===== src/rtl/iq_pkg.sv =====
package iq_pkg;

  typedef enum logic [1:0] {
    ST_WAIT = 2'd0,
    ST_PEND = 2'd1,
    ST_RDY  = 2'd2,
    ST_EXEC = 2'd3
  } iq_state_e;

  typedef enum logic [2:0] {
    DS_OK   = 3'd0,
    DS_LDQ  = 3'd1,
    DS_STQ  = 3'd2,
    DS_FULL = 3'd3,
    DS_GRP  = 3'd4
  } disp_stat_e;

endpackage


===== src/rtl/iq_slot_alloc.sv =====
module iq_slot_alloc #(
  parameter int N_ENTRIES = 8,
  parameter int IDX_W     = 3
) (
  input  logic [N_ENTRIES-1:0] valid_i,
  output logic                 any_free_o,
  output logic [IDX_W-1:0]     free_idx_o
);

  // Scan from the top so the lowest free index wins.
  always_comb begin
    any_free_o = 1'b0;
    free_idx_o = '0;
    for (int i = N_ENTRIES - 1; i >= 0; i--) begin
      if (!valid_i[i]) begin
        any_free_o = 1'b1;
        free_idx_o = IDX_W'(i);
      end
    end
  end

endmodule


===== src/rtl/iq_disp_ctrl.sv =====
module iq_disp_ctrl
  import iq_pkg::*;
(
  input  logic       clk,
  input  logic       rst_n,
  input  logic       disp_valid_i,
  input  logic       is_load_i,
  input  logic       is_store_i,
  input  logic       zero_lat_i,
  input  logic       force_issue_i,
  input  logic       ldq_full_i,
  input  logic       stq_full_i,
  input  logic       grp_stall_i,
  input  logic       any_free_i,
  output logic       accept_o,
  output logic [2:0] status_o,
  output logic       imm_o,
  output logic       tok_stall_o
);

  disp_stat_e stat;
  logic       res_refuse;
  logic       tok_d, tok_q;

  // Priority: queue space, load queue, store queue, group completion.
  always_comb begin
    stat = DS_OK;
    if (disp_valid_i) begin
      if (!any_free_i)                  stat = DS_FULL;
      else if (is_load_i && ldq_full_i) stat = DS_LDQ;
      else if (is_store_i && stq_full_i) stat = DS_STQ;
      else if (grp_stall_i)             stat = DS_GRP;
    end
  end

  assign status_o   = stat;
  assign accept_o   = disp_valid_i && (stat == DS_OK);
  assign imm_o      = accept_o && (zero_lat_i || force_issue_i);
  assign res_refuse = (stat == DS_LDQ) || (stat == DS_STQ) || (stat == DS_FULL);
  assign tok_d      = disp_valid_i && res_refuse;

  always_ff @(posedge clk or negedge rst_n) begin
    if (!rst_n) tok_q <= 1'b0;
    else        tok_q <= tok_d;
  end

  assign tok_stall_o = tok_q;

  // resource refusal shows as token stall one cycle later
  p_tok_set_r10: assert property (@(posedge clk) disable iff (!rst_n)
    (disp_valid_i && (status_o == 3'd1 || status_o == 3'd2 || status_o == 3'd3))
      |=> tok_stall_o);

  // group stall alone never raises token stall
  p_grp_no_tok_r10: assert property (@(posedge clk) disable iff (!rst_n)
    (disp_valid_i && status_o == 3'd4) |=> !tok_stall_o);

  // immediate issue only accompanies an accepted dispatch
  p_imm_acc_r11: assert property (@(posedge clk) disable iff (!rst_n)
    imm_o |-> accept_o);

endmodule


===== src/rtl/iq_entry.sv =====
module iq_entry
  import iq_pkg::*;
(
  input  logic       clk,
  input  logic       rst_n,
  input  logic       alloc_i,
  input  logic       a_ops_i,
  input  logic       a_lat_i,
  input  logic       a_mem_i,
  input  logic       lat_i,
  input  logic       ops_i,
  input  logic       mem_i,
  input  logic       issue_i,
  input  logic       wb_i,
  output logic       valid_o,
  output logic [1:0] state_o,
  output logic       pend_evt_o,
  output logic       ready_evt_o,
  output logic       done_evt_o
);

  logic      valid_q, valid_d;
  iq_state_e st_q, st_d;
  logic      lat_q, lat_d, ops_q, ops_d, mem_q, mem_d;
  logic      pev_d, rev_d, dev_d;
  logic      pev_q, rev_q, dev_q;
  logic      opnd_ok;
  logic      upd_en;

  assign upd_en = alloc_i || valid_q;

  // Next-state: fold this cycle's events into the sticky flags, then promote.
  always_comb begin
    valid_d = valid_q;
    st_d    = st_q;
    lat_d   = lat_q;
    ops_d   = ops_q;
    mem_d   = mem_q;
    pev_d   = 1'b0;
    rev_d   = 1'b0;
    dev_d   = 1'b0;
    opnd_ok = 1'b0;
    if (alloc_i) begin
      valid_d = 1'b1;
      ops_d   = a_ops_i;
      lat_d   = a_lat_i || a_ops_i;
      mem_d   = a_mem_i;
      if (a_ops_i && a_mem_i)      st_d = ST_RDY;
      else if (a_lat_i || a_ops_i) st_d = ST_PEND;
      else                         st_d = ST_WAIT;
    end else if (valid_q) begin
      ops_d   = ops_q || ops_i;
      lat_d   = lat_q || lat_i || ops_d;
      mem_d   = mem_q || mem_i;
      opnd_ok = ops_d && mem_d;
      unique case (st_q)
        ST_WAIT: begin
          if (lat_d) begin
            pev_d = 1'b1;
            if (opnd_ok) begin
              st_d  = ST_RDY;
              rev_d = 1'b1;
            end else begin
              st_d = ST_PEND;
            end
          end
        end
        ST_PEND: begin
          if (opnd_ok) begin
            st_d  = ST_RDY;
            rev_d = 1'b1;
          end
        end
        ST_RDY: begin
          if (issue_i) st_d = ST_EXEC;
        end
        ST_EXEC: begin
          if (wb_i) begin
            valid_d = 1'b0;
            dev_d   = 1'b1;
          end
        end
        default: ;
      endcase
    end
  end

  always_ff @(posedge clk or negedge rst_n) begin
    if (!rst_n) begin
      valid_q <= 1'b0;
      st_q    <= ST_WAIT;
      lat_q   <= 1'b0;
      ops_q   <= 1'b0;
      mem_q   <= 1'b0;
    end else if (upd_en) begin
      valid_q <= valid_d;
      st_q    <= st_d;
      lat_q   <= lat_d;
      ops_q   <= ops_d;
      mem_q   <= mem_d;
    end
  end

  always_ff @(posedge clk or negedge rst_n) begin
    if (!rst_n) begin
      pev_q <= 1'b0;
      rev_q <= 1'b0;
      dev_q <= 1'b0;
    end else begin
      pev_q <= pev_d;
      rev_q <= rev_d;
      dev_q <= dev_d;
    end
  end

  assign valid_o     = valid_q;
  assign state_o     = st_q;
  assign pend_evt_o  = pev_q;
  assign ready_evt_o = rev_q;
  assign done_evt_o  = dev_q;

  // a live entry never steps back to an earlier state
  p_no_backward_r7: assert property (@(posedge clk) disable iff (!rst_n)
    (valid_q && $past(valid_q)) |-> (st_q >= $past(st_q)));

  // executing is entered only from ready under an issue bit
  p_exec_from_ready_r7: assert property (@(posedge clk) disable iff (!rst_n)
    (valid_q && st_q == ST_EXEC && $past(valid_q) && $past(st_q) != ST_EXEC)
      |-> ($past(st_q) == ST_RDY && $past(issue_i)));

  // a done pulse follows an executing entry that has now gone
  p_done_from_exec_r8: assert property (@(posedge clk) disable iff (!rst_n)
    done_evt_o |-> ($past(valid_q) && $past(st_q) == ST_EXEC && !valid_q));

  // a ready pulse out of wait always comes with a pending pulse
  p_wait_to_rdy_r5: assert property (@(posedge clk) disable iff (!rst_n)
    (ready_evt_o && $past(st_q) == ST_WAIT) |-> pend_evt_o);

endmodule


===== src/rtl/iq_state_tracker.sv =====
module iq_state_tracker
  import iq_pkg::*;
#(
  parameter int N_ENTRIES = 8,
  localparam int IDX_W = (N_ENTRIES > 1) ? $clog2(N_ENTRIES) : 1
) (
  input  logic                   clk,
  input  logic                   rst_n,
  input  logic                   disp_valid_i,
  input  logic                   disp_ops_rdy_i,
  input  logic                   disp_lat_known_i,
  input  logic                   disp_mem_ok_i,
  input  logic                   disp_is_load_i,
  input  logic                   disp_is_store_i,
  input  logic                   disp_zero_lat_i,
  input  logic                   disp_force_issue_i,
  input  logic                   ldq_full_i,
  input  logic                   stq_full_i,
  input  logic                   grp_stall_i,
  input  logic [N_ENTRIES-1:0]   lat_known_i,
  input  logic [N_ENTRIES-1:0]   ops_rdy_i,
  input  logic [N_ENTRIES-1:0]   mem_ok_i,
  input  logic [N_ENTRIES-1:0]   issue_i,
  input  logic [N_ENTRIES-1:0]   wb_i,
  output logic                   disp_accept_o,
  output logic [IDX_W-1:0]       disp_slot_o,
  output logic [2:0]             disp_status_o,
  output logic                   disp_imm_o,
  output logic                   tok_stall_o,
  output logic [N_ENTRIES-1:0]   valid_o,
  output logic [N_ENTRIES-1:0]   ready_o,
  output logic [2*N_ENTRIES-1:0] state_o,
  output logic [N_ENTRIES-1:0]   pend_evt_o,
  output logic [N_ENTRIES-1:0]   ready_evt_o,
  output logic [N_ENTRIES-1:0]   done_evt_o
);

  logic [N_ENTRIES-1:0] valid_w;
  logic                 any_free;
  logic [IDX_W-1:0]     free_idx;
  logic                 accept;

  iq_slot_alloc #(
    .N_ENTRIES (N_ENTRIES),
    .IDX_W     (IDX_W)
  ) u_alloc (
    .valid_i    (valid_w),
    .any_free_o (any_free),
    .free_idx_o (free_idx)
  );

  iq_disp_ctrl u_disp (
    .clk           (clk),
    .rst_n         (rst_n),
    .disp_valid_i  (disp_valid_i),
    .is_load_i     (disp_is_load_i),
    .is_store_i    (disp_is_store_i),
    .zero_lat_i    (disp_zero_lat_i),
    .force_issue_i (disp_force_issue_i),
    .ldq_full_i    (ldq_full_i),
    .stq_full_i    (stq_full_i),
    .grp_stall_i   (grp_stall_i),
    .any_free_i    (any_free),
    .accept_o      (accept),
    .status_o      (disp_status_o),
    .imm_o         (disp_imm_o),
    .tok_stall_o   (tok_stall_o)
  );

  for (genvar g = 0; g < N_ENTRIES; g++) begin : g_ent
    logic [1:0] st;
    iq_entry u_ent (
      .clk         (clk),
      .rst_n       (rst_n),
      .alloc_i     (accept && (free_idx == IDX_W'(g))),
      .a_ops_i     (disp_ops_rdy_i),
      .a_lat_i     (disp_lat_known_i),
      .a_mem_i     (disp_mem_ok_i),
      .lat_i       (lat_known_i[g]),
      .ops_i       (ops_rdy_i[g]),
      .mem_i       (mem_ok_i[g]),
      .issue_i     (issue_i[g]),
      .wb_i        (wb_i[g]),
      .valid_o     (valid_w[g]),
      .state_o     (st),
      .pend_evt_o  (pend_evt_o[g]),
      .ready_evt_o (ready_evt_o[g]),
      .done_evt_o  (done_evt_o[g])
    );
    assign state_o[2*g +: 2] = st;
    assign ready_o[g]        = valid_w[g] && (st == ST_RDY);
  end

  assign valid_o       = valid_w;
  assign disp_accept_o = accept;
  assign disp_slot_o   = free_idx;

  // a full queue refuses every dispatch with the buffers-full code
  p_full_refuse_r9: assert property (@(posedge clk) disable iff (!rst_n)
    (disp_valid_i && (&valid_w)) |-> (disp_status_o == 3'd3 && !disp_accept_o));

  // an accepted dispatch targets an empty entry
  p_alloc_free_r2: assert property (@(posedge clk) disable iff (!rst_n)
    disp_accept_o |-> !valid_w[disp_slot_o]);

  // the targeted entry is occupied after the edge
  p_alloc_next_r2: assert property (@(posedge clk) disable iff (!rst_n)
    disp_accept_o |=> valid_w[$past(disp_slot_o)]);

endmodule


===== config.mk =====
export PLATFORM = sky130hd
export DESIGN_NAME = iq_state_tracker
export DESIGN_NICKNAME = d
export VERILOG_FILES = /design/src/rtl/iq_pkg.sv /design/src/rtl/iq_slot_alloc.sv /design/src/rtl/iq_disp_ctrl.sv /design/src/rtl/iq_entry.sv /design/src/rtl/iq_state_tracker.sv
export SDC_FILE = /design/constraint.sdc
export NUM_CORES = 1
export LEC_CHECK = 0
export BUFFER_PORTS_ARGS = -buffer_cell sky130_fd_sc_hd__buf_2
export CORE_UTILIZATION = 38
export DETAILED_ROUTE_END_ITERATION = 7
export GPL_ROUTABILITY_DRIVEN = 1
export REMOVE_ABC_BUFFERS = 1
export SETUP_SLACK_MARGIN = 0.3
export SYNTH_ARGS = -nofsm -noshare
export SYNTH_HDL_FRONTEND = slang
export SYNTH_SLANG_ARGS = --single-unit

===== constraint.sdc =====
create_clock -name clk -period 6 [get_ports clk]
set_input_delay 0.6 -clock clk [delete_from_list [all_inputs] [get_ports clk]]
set_output_delay 0.6 -clock clk [all_outputs]
set_load 0.02 [all_outputs]

Word-level counts from Yosys, hierarchy flattened
Index checks and enable logic that the tools add are counted.
Operators by class
  equality and inequality tests: 58
  muxes and demuxes: 263
  reduce and logical (&&, ||, !) cells: 116
Operators by type and width (number)
  $mux W1: 185
  $mux W2: 49
  $ne A3 B1 Y1 const B: 16
  $pmux W2 S3: 8
  $reduce_and A6 Y1: 8
  $logic_or A1 B1 Y1: 44
  $mux W3: 13
  $eq A2 B2 Y1 const B: 16
  $reduce_bool A4 Y1: 8
  $logic_and A1 B1 Y1: 30
  $ne A3 B2 Y1 const B: 8
  $eq A2 B1 Y1 const B: 8
  $logic_not A2 Y1: 8
  $pmux W1 S2: 8
  $reduce_and A2 Y1: 8
  $reduce_bool A2 Y1: 8
  $eq A3 B2 Y1 const B: 4
  $eq A3 B3 Y1 const B: 4
  $eq A3 B1 Y1 const B: 2
  $logic_not A3 Y1: 2
Storage, ports and cells
  register bits: 73
  bits of input ports: 53
  logic and storage cells: 502

Longest topological paths before layout
Gate-level depths: netlist of the first run.
  depth after elaboration: 15
  gate-level depth with buffers: 7

Cells and area by module
A second synthesis of the first run with hierarchy kept.
Unflattened totals
  cell total of the unflattened synthesis: 445
  area total of the unflattened synthesis: 4385.5 sq um
Modules (own cells, without submodules)
  iq_entry: cells an instance 50, area an instance 504.2 sq um, times used 8
  iq_state_tracker: cells an instance 16, area an instance 166.4 sq um, times used 1
  iq_disp_ctrl: cells an instance 13, area an instance 106.4 sq um, times used 1
  iq_slot_alloc: cells an instance 16, area an instance 78.8 sq um, times used 1

Worst setup path after synthesis of the first run
No wires, ideal clock.
  path type: input port to output port
  start point: input disp_is_load_i
  end point: output disp_imm_o
  cell stages on the path: 5
  required time: 5.400 ns
  setup slack: 3.639 ns
  arrival: 1.761 ns
  cell sequence: a22oi_1 nand2_1 clkbuf_1 nor2_1 o21a_1
Between the ends
  longest elaborated chain between the ends: 7
RTL lines
  from (decl): RTL line iq_state_tracker.sv:13  | input logic disp_is_load_i,
  $logic_and A1 B1 Y1: RTL line iq_disp_ctrl.sv:30  | else if (is_load_i && ldq_full_i) stat = DS_LDQ;
  $mux W3: RTL line iq_disp_ctrl.sv:30
  $mux W3: RTL line iq_disp_ctrl.sv:29  | if (!any_free_i) stat = DS_FULL;
  $mux W3: RTL line iq_disp_ctrl.sv:28  | if (disp_valid_i) begin
  $logic_not A3 Y1: RTL line iq_disp_ctrl.sv:37  | assign accept_o = disp_valid_i && (stat == DS_OK);
  $logic_and A1 B1 Y1: RTL line iq_disp_ctrl.sv:37
  named net disp_accept_o: RTL line iq_state_tracker.sv:25  | output logic disp_accept_o,
  $logic_and A1 B1 Y1: RTL line iq_disp_ctrl.sv:38  | assign imm_o = accept_o && (zero_lat_i || force_issue_i);
  to (decl): RTL line iq_state_tracker.sv:28  | output logic disp_imm_o,
The timed path passes the listed nets, and every way through them passes these cells.

Worst setup path after layout of the first run
  start point: register g_ent[3].u_ent.valid_q
  end point: output disp_status_o[2]
Between the ends
  longest elaborated chain between the ends: 6
RTL lines
  from (decl): RTL line iq_entry.sv:22  | logic valid_q, valid_d;
  from (signal assigned): RTL line iq_entry.sv:96  | valid_q <= valid_d;
  $mux W1 (4 in a row): RTL line iq_slot_alloc.sv:15  | if (!valid_i[i]) begin
  $mux W3: RTL line iq_disp_ctrl.sv:29
  $mux W3: RTL line iq_disp_ctrl.sv:28
  to (decl): RTL line iq_state_tracker.sv:27  | output logic [2:0] disp_status_o,
No other way between the ends.

==> results.sh, run 1 <==
export IMPL_grt_max_degree=74
export IMPL_vias=3846
export IMPL_routabilityCongestion=0.877
export IMPL_ys_ff_latch=73
export IMPL_seqPwrFrac_pct=35.2
export IMPL_cp_end_kind="output pin"
export IMPL_synthMuxAreaShare_pct=2.40
export IMPL_cts_root_buf="clkbuf_16"
export IMPL_synth_compound_area_share_pct=17.1
export IMPL_grt_pass1_vias=3880
export IMPL_synth_lib_cells_used_distinct=54
export IMPL_fin_worst_skew_ns=0.00905
export IMPL_power_switching_mw=0.760
export IMPL_switching_share_pct=36.4
export IMPL_p_clk_share_pct=29.8
export IMPL_area_growth_pct=17.8
export IMPL_clkSlewWorstSetupHoldPaths_ns=0.06
export IMPL_status="completed"
export IMPL_slew_viol_final=0
export IMPL_fp_row_count=39
export IMPL_post_cts_buffers=0
export IMPL_synthSimpleGateAreaFrac_pct=21.2
export IMPL_ir_worst_vdd_mv=0.169
export IMPL_crit_required_ns=5.40
export IMPL_rsz0062_at_grt="no"
export IMPL_ys_warn_count=0
export IMPL_grt_pass1_wl_um=18300
export IMPL_fin_crit_ns=2.72
export IMPL_cp_max_fo=17
export IMPL_drive_gt1_share_pct=25.6
export IMPL_dp_hpwl_um=8240
export IMPL_worstSetupPathType="flop to output pin"
export IMPL_drt_iter0_markers=172
export IMPL_vias_per_cell=5.34
export IMPL_synthAdderAreaFrac_pct=8.93
export IMPL_die_w_um=111
export IMPL_stdcell_count=720
export IMPL_placed_cells=704
export IMPL_cp_arrival_ns=2.12
export IMPL_numClockSinks=73
export IMPL_final_cell_mix="buf_2, dfrtp_1, nand2_1, nor2_1"
export IMPL_clk_latency_ns=0.33
export IMPL_cellLeakagePower_nw=2.62
export IMPL_io_pins=118
export IMPL_ctsHtreeMaxLevel=3
export IMPL_combPwrFrac_pct=35.0
export IMPL_critPathLaunchType="flop"
export IMPL_layout_nets=657
export IMPL_gr_usage_all_layers_pct=18.7
export IMPL_timing_final_crit_share_pct=45.3
export IMPL_clockBufferDepth=2
export IMPL_grt_ovfl_total=0
export IMPL_ys_flop_type="dfrtp_1"
export IMPL_slew_headroom_pct=38.6
export IMPL_cts_tree="done"
export IMPL_diodes=0
export IMPL_cts_buffers=9
export IMPL_synth_top_family_by_area="simple AND/OR/NAND/NOR gates"
export IMPL_synth_edff_count=0
export IMPL_tightestPinTransition_ns=0.921
export IMPL_die_h_um=111
export IMPL_tns_ns=0
export IMPL_hold_buffers=0
export IMPL_finalWirelength_um=11100
export IMPL_syn_area_um2=4480
export IMPL_powerDensity_nw_per_um2=396
export IMPL_layout_commonest_cell="buf_2"
export IMPL_syn_inst=494
export IMPL_die_area_um2=12200
export IMPL_finalSetupViolations=0
export IMPL_synthXorXnorAreaFrac_pct=0
export IMPL_dr_pass1_iters=4
export IMPL_wl_per_cell_um=15.5
export IMPL_cts_resized=0
export IMPL_ant_nets=0
export IMPL_yosysSeqAreaShare_pct=40.7
export IMPL_core_um2=11500
export IMPL_io_buffers=117
export IMPL_start_util_pct=39.1
export IMPL_hold_path_class="input pin to asynchronous set/reset pin"
export IMPL_p_int_mw=1.33
export IMPL_cap_violations=0
export IMPL_fmax_ghz=0.368
export IMPL_antenna_found_initial=0
export IMPL_async_flop_share_pct=100
export IMPL_hold_viol=0
export IMPL_syn_area_per_cell_um2=9.08
export IMPL_drcViolationCount=0
[cells in the mapped netlist, drive strengths merged (3+ instances only)]
cell     instances  area share [%]
o311ai           3            0.59
or2              3            0.42
nand3            7            0.78
nor3            11             1.2
a31oi            8             1.1
o2111ai          4            0.78
nor2            34             2.8
clkbuf          14             1.2
and3            10             1.4
or4              7             1.2
o21a             4            0.67
nand2           46             3.9
o22ai           12             1.7
ha              32             8.9
a31o             6             1.2
mux2i            4            0.89
nand4           10             1.5
nor3b            4            0.67
inv             32             2.7
o21ai           25             2.8
a21o             3            0.50
nand2b           7            0.98
nor2b            5            0.70
dfrtp           73              41
nor4            11             1.5
and2            12             1.7
buf             36             5.8
a21oi           27             3.0
o211ai           3            0.50
mux2             6             1.5
[power groups by stage]
stage | Clock, mW | Combinational, mW | Sequential (mW)
2_1_floorplan | 0 | 0.448 | 0.784
3_3_place_gp | 0 | 0.711 | 0.739
3_5_place_dp | 0 | 0.731 | 0.742
4_1_cts | 0.636 | 0.735 | 0.735
5_1_grt | 0.656 | 0.818 | 0.757
6_report | 0.622 | 0.730 | 0.736
[critical path: stages (launching register included)]
cell and delay [ns]:
dfrtp_1 0.69, nand4_2 0.25, nor3_1 0.45, or3b_2 0.21, nor2_1 0.04, buf_2 0.15
[cell families after synthesis]
group / Yosys count
muxes: 10
AOI/OAI and AO/OA: 117
and+or+nand+nor: 180
buffers and inverters: 82
adders and majority gates: 32
DFF: 73
[state kept, by name (all words and copies together), names as in the netlist]
signal,cells
g_ent.u_ent.done_evt_o,8
g_ent.u_ent.valid_o,8
g_ent.u_ent.lat_q,8
g_ent.u_ent.ready_evt_o,8
g_ent.u_ent.state_o,16
u_disp.tok_stall_o,1
g_ent.u_ent.pend_evt_o,8
g_ent.u_ent.mem_q,8
g_ent.u_ent.ops_q,8
[per-layer routing]
layer / vias to the layer above / track usage (%) / wire length, um / part of all wire [%]
li1: 1896 / - / - / -
met1: 1808 / 25.1 / 5260 / 47
met2: 124 / 28.0 / 4890 / 44
met3: 18 / 4.34 / 753 / 6.8
met4: 0 / 9.96 / 233 / 2.1
met5: - / 0 / 0 / 0
[area by class of cell]
cell class              count  area [um2]
repair buffers            117         588
fillers                  1096        6180
flip-flops and latches     73        1830
well taps                 143         179
multi-input cells         339        2220
clock inverters             5         103
inverters                  32         120
clock buffers              11         243
[metrics by stage]
stage	hold slack (ns)	worst slack [ns]	instance area (um2)	total power, mW	util [%]
final	0.412	3.28	5280	2.09	46.1
after global routing	0.504	3.11	5280	2.23	46.1
after CTS	0.451	3.29	5280	2.11	46.1
after detailed placement	0.517	3.58	4940	1.47	43.1
after global placement	0.504	3.61	4940	1.45	43.1
after floorplan	0.304	3.68	4170	1.23	-
[final timing paths]
path | startpoint | to | slack, ns | cells after the start
min | rst_n | g_ent[5].u_ent.ready_evt_o$_DFF_PN0_ | 0.41 | 1
min reg2reg | g_ent[3].u_ent.lat_q$_DFFE_PN0P_ | g_ent[3].u_ent.lat_q$_DFFE_PN0P_ | 0.54 | 2
max in group asynchronous | rst_n | g_ent[6].u_ent.state_o[0]$_DFFE_PN0P_ | 5.01 | 1
max reg2reg | g_ent[3].u_ent.valid_o$_DFFE_PN0P_ | g_ent[4].u_ent.lat_q$_DFFE_PN0P_ | 3.49 | 4
min in group clk | wb_i[2] | g_ent[2].u_ent.done_evt_o$_DFF_PN0_ | 0.51 | 3
max | g_ent[3].u_ent.valid_o$_DFFE_PN0P_ | disp_status_o[2] | 3.28 | 5
(Power assumes the default switching activity.)
==> run 2: changes to the inputs <==
==> constraint.sdc (replaced) <==
create_clock -name clk -period 2.2 [get_ports clk]
set_input_delay 0.22 -clock clk [delete_from_list [all_inputs] [get_ports clk]]
set_output_delay 0.22 -clock clk [all_outputs]
set_load 0.02 [all_outputs]
==> results.sh, run 2 (synthesis results as in run 1) <==
export IMPL_fin_crit_ns=1.83
export IMPL_ctsHtreeMaxLevel=3
export IMPL_ir_worst_vdd_mv=0.534
export IMPL_cts_tree="done"
export IMPL_cap_violations=0
export IMPL_die_w_um=111
export IMPL_gr_usage_all_layers_pct=19.6
export IMPL_ant_nets=0
export IMPL_core_um2=11500
export IMPL_die_h_um=111
export IMPL_timing_final_crit_share_pct=83.2
export IMPL_drcViolationCount=0
export IMPL_critPathLaunchType="flop"
export IMPL_final_cell_mix="buf_2, dfrtp_1, nand2_1, nor2_1"
export IMPL_rsz0062_at_grt="no"
export IMPL_antenna_found_initial=0
export IMPL_grt_pass1_vias=3948
export IMPL_clockBufferDepth=2
export IMPL_fin_util_pct=48.1
export IMPL_tightestPinTransition_ns=0.557
export IMPL_slew_headroom_pct=62.4
export IMPL_routabilityCongestion=0.886
export IMPL_crit_required_ns=2.41
export IMPL_p_int_mw=3.47
export IMPL_fin_worst_skew_ns=0.00503
export IMPL_grt_pass1_wl_um=19100
export IMPL_vias=3998
export IMPL_p_clk_share_pct=25.2
export IMPL_numClockSinks=73
export IMPL_grt_ovfl_total=0
export IMPL_cellLeakagePower_nw=2.76
export IMPL_combPwrFrac_pct=40.5
export IMPL_dr_pass1_iters=4
export IMPL_worstSetupPathType="flop to flop"
export IMPL_seqPwrFrac_pct=34.3
export IMPL_hold_path_class="input pin to flop"
export IMPL_cts_buffers=9
export IMPL_vias_per_cell=5.36
export IMPL_cp_arrival_ns=2.04
export IMPL_placed_cells=725
export IMPL_layout_commonest_cell="buf_2"
export IMPL_dp_hpwl_um=8840
export IMPL_fp_row_count=39
export IMPL_design_area_um2=5520
export IMPL_slew_viol_final=0
export IMPL_finalSetupViolations=0
export IMPL_start_util_pct=39.1
export IMPL_fmax_ghz=0.547
export IMPL_hold_viol=0
export IMPL_cp_max_fo=13
export IMPL_die_area_um2=12200
export IMPL_io_buffers=117
export IMPL_wl_per_cell_um=15.8
export IMPL_clkSlewWorstSetupHoldPaths_ns=0.06
export IMPL_drt_iter0_markers=179
export IMPL_power_switching_mw=2.16
export IMPL_tns_ns=0
export IMPL_powerDensity_nw_per_um2=1020
export IMPL_status="completed"
export IMPL_finalWirelength_um=11800
export IMPL_diodes=0
export IMPL_regToRegSetupSlack_ns=0.37
export IMPL_postPlaceCellArea_um2=5110
export IMPL_layout_nets=684
export IMPL_stdcell_count=746
export IMPL_cp_end_kind="flop"
export IMPL_cts_root_buf="clkbuf_16"
export IMPL_largest_reg_flops=16
export IMPL_drive_gt1_share_pct=30.8
export IMPL_clk_latency_ns=0.33
export IMPL_switching_share_pct=38.3
export IMPL_grt_max_degree=42
export IMPL_area_growth_pct=23.0
export IMPL_io_pins=118
[run 2: cell count changes in the layout (fill, tap and decap cells not counted), sizes merged]
cell / before / now
buf: 117 / 143
clkbuf: 11 / 9
dlygate4sd3: 0 / 1
clkinvlp: 1 / 2
bufinv: 3 / 1
clkinv: 1 / 3
[run 2: power by group through the flow]
stage          combinational (mW)  clock, mW  sequential [mW]
2_1_floorplan                1.22          0             2.14
3_3_place_gp                 2.11          0             1.94
3_5_place_dp                 2.15          0             1.96
4_1_cts                      2.24       1.46             1.93
5_1_grt                      2.53       1.51             1.97
6_report                     2.28       1.42             1.93
[run 2: metrics by stage]
step	hold WS, ns	setup slack (ns)	total power, mW
after global routing	0.147	0.314	6.01
after detailed placement	0.254	0.186	4.11
after floorplan	-0.0756	0.0784	3.36
after CTS	0.137	0.301	5.63
after global placement	0.251	0.381	4.05
final	0.148	0.370	5.63
[run 2: path summary, 6_finish.rpt]
check / to / cells past startpoint / from
setup / recovery: g_ent[7].u_ent.lat_q$_DFFE_PN0P_ / 5 / g_ent[4].u_ent.valid_o$_DFFE_PN0P_
hold / removal: g_ent[1].u_ent.done_evt_o$_DFF_PN0_ / 2 / wb_i[1]
setup reg to reg: g_ent[7].u_ent.lat_q$_DFFE_PN0P_ / 5 / g_ent[4].u_ent.valid_o$_DFFE_PN0P_
hold reg to reg: g_ent[3].u_ent.lat_q$_DFFE_PN0P_ / 2 / g_ent[3].u_ent.lat_q$_DFFE_PN0P_
max in group asynchronous: g_ent[4].u_ent.state_o[0]$_DFFE_PN0P_ / 3 / rst_n
min in group asynchronous: g_ent[3].u_ent.ready_evt_o$_DFF_PN0_ / 2 / rst_n
[run 2: what timing repair did]
item	in CTS	in global routing
pin swaps	1	0
hold buffers	1	0
setup buffers	5	0
gates resized for setup	12	7
endpoints found under the hold margin	40	0
endpoints found under the setup margin	7	8
[run 2: critical path, stage by stage (launching register included)]
cell and delay, ns:
dfrtp_1 0.39, buf_4 0.14, nand3b_1 0.11, a31o_2 0.34
or3_4 0.43, a221o_1 0.30
[run 2: per-layer routing]
layer  vias up  track usage, %  part of all wire [%]
met5         -               0                     0
met4         0            9.42                   2.0
met3        17            4.01                   7.0
met2       132            30.7                    46
met1      1898            25.9                    45
li1       1951               -                     -
[run 2: cell type report]
class                           instances  area, um2
Clock buffer                            9        225
Clock inverter                          6       60.1
Fill cell                            1108       5950
Inverter                               32        120
Multi-Input combinational cell        339       2290
Sequential cell                        73       1830
Tap cell                              143        179
Timing Repair Buffer                  144        808
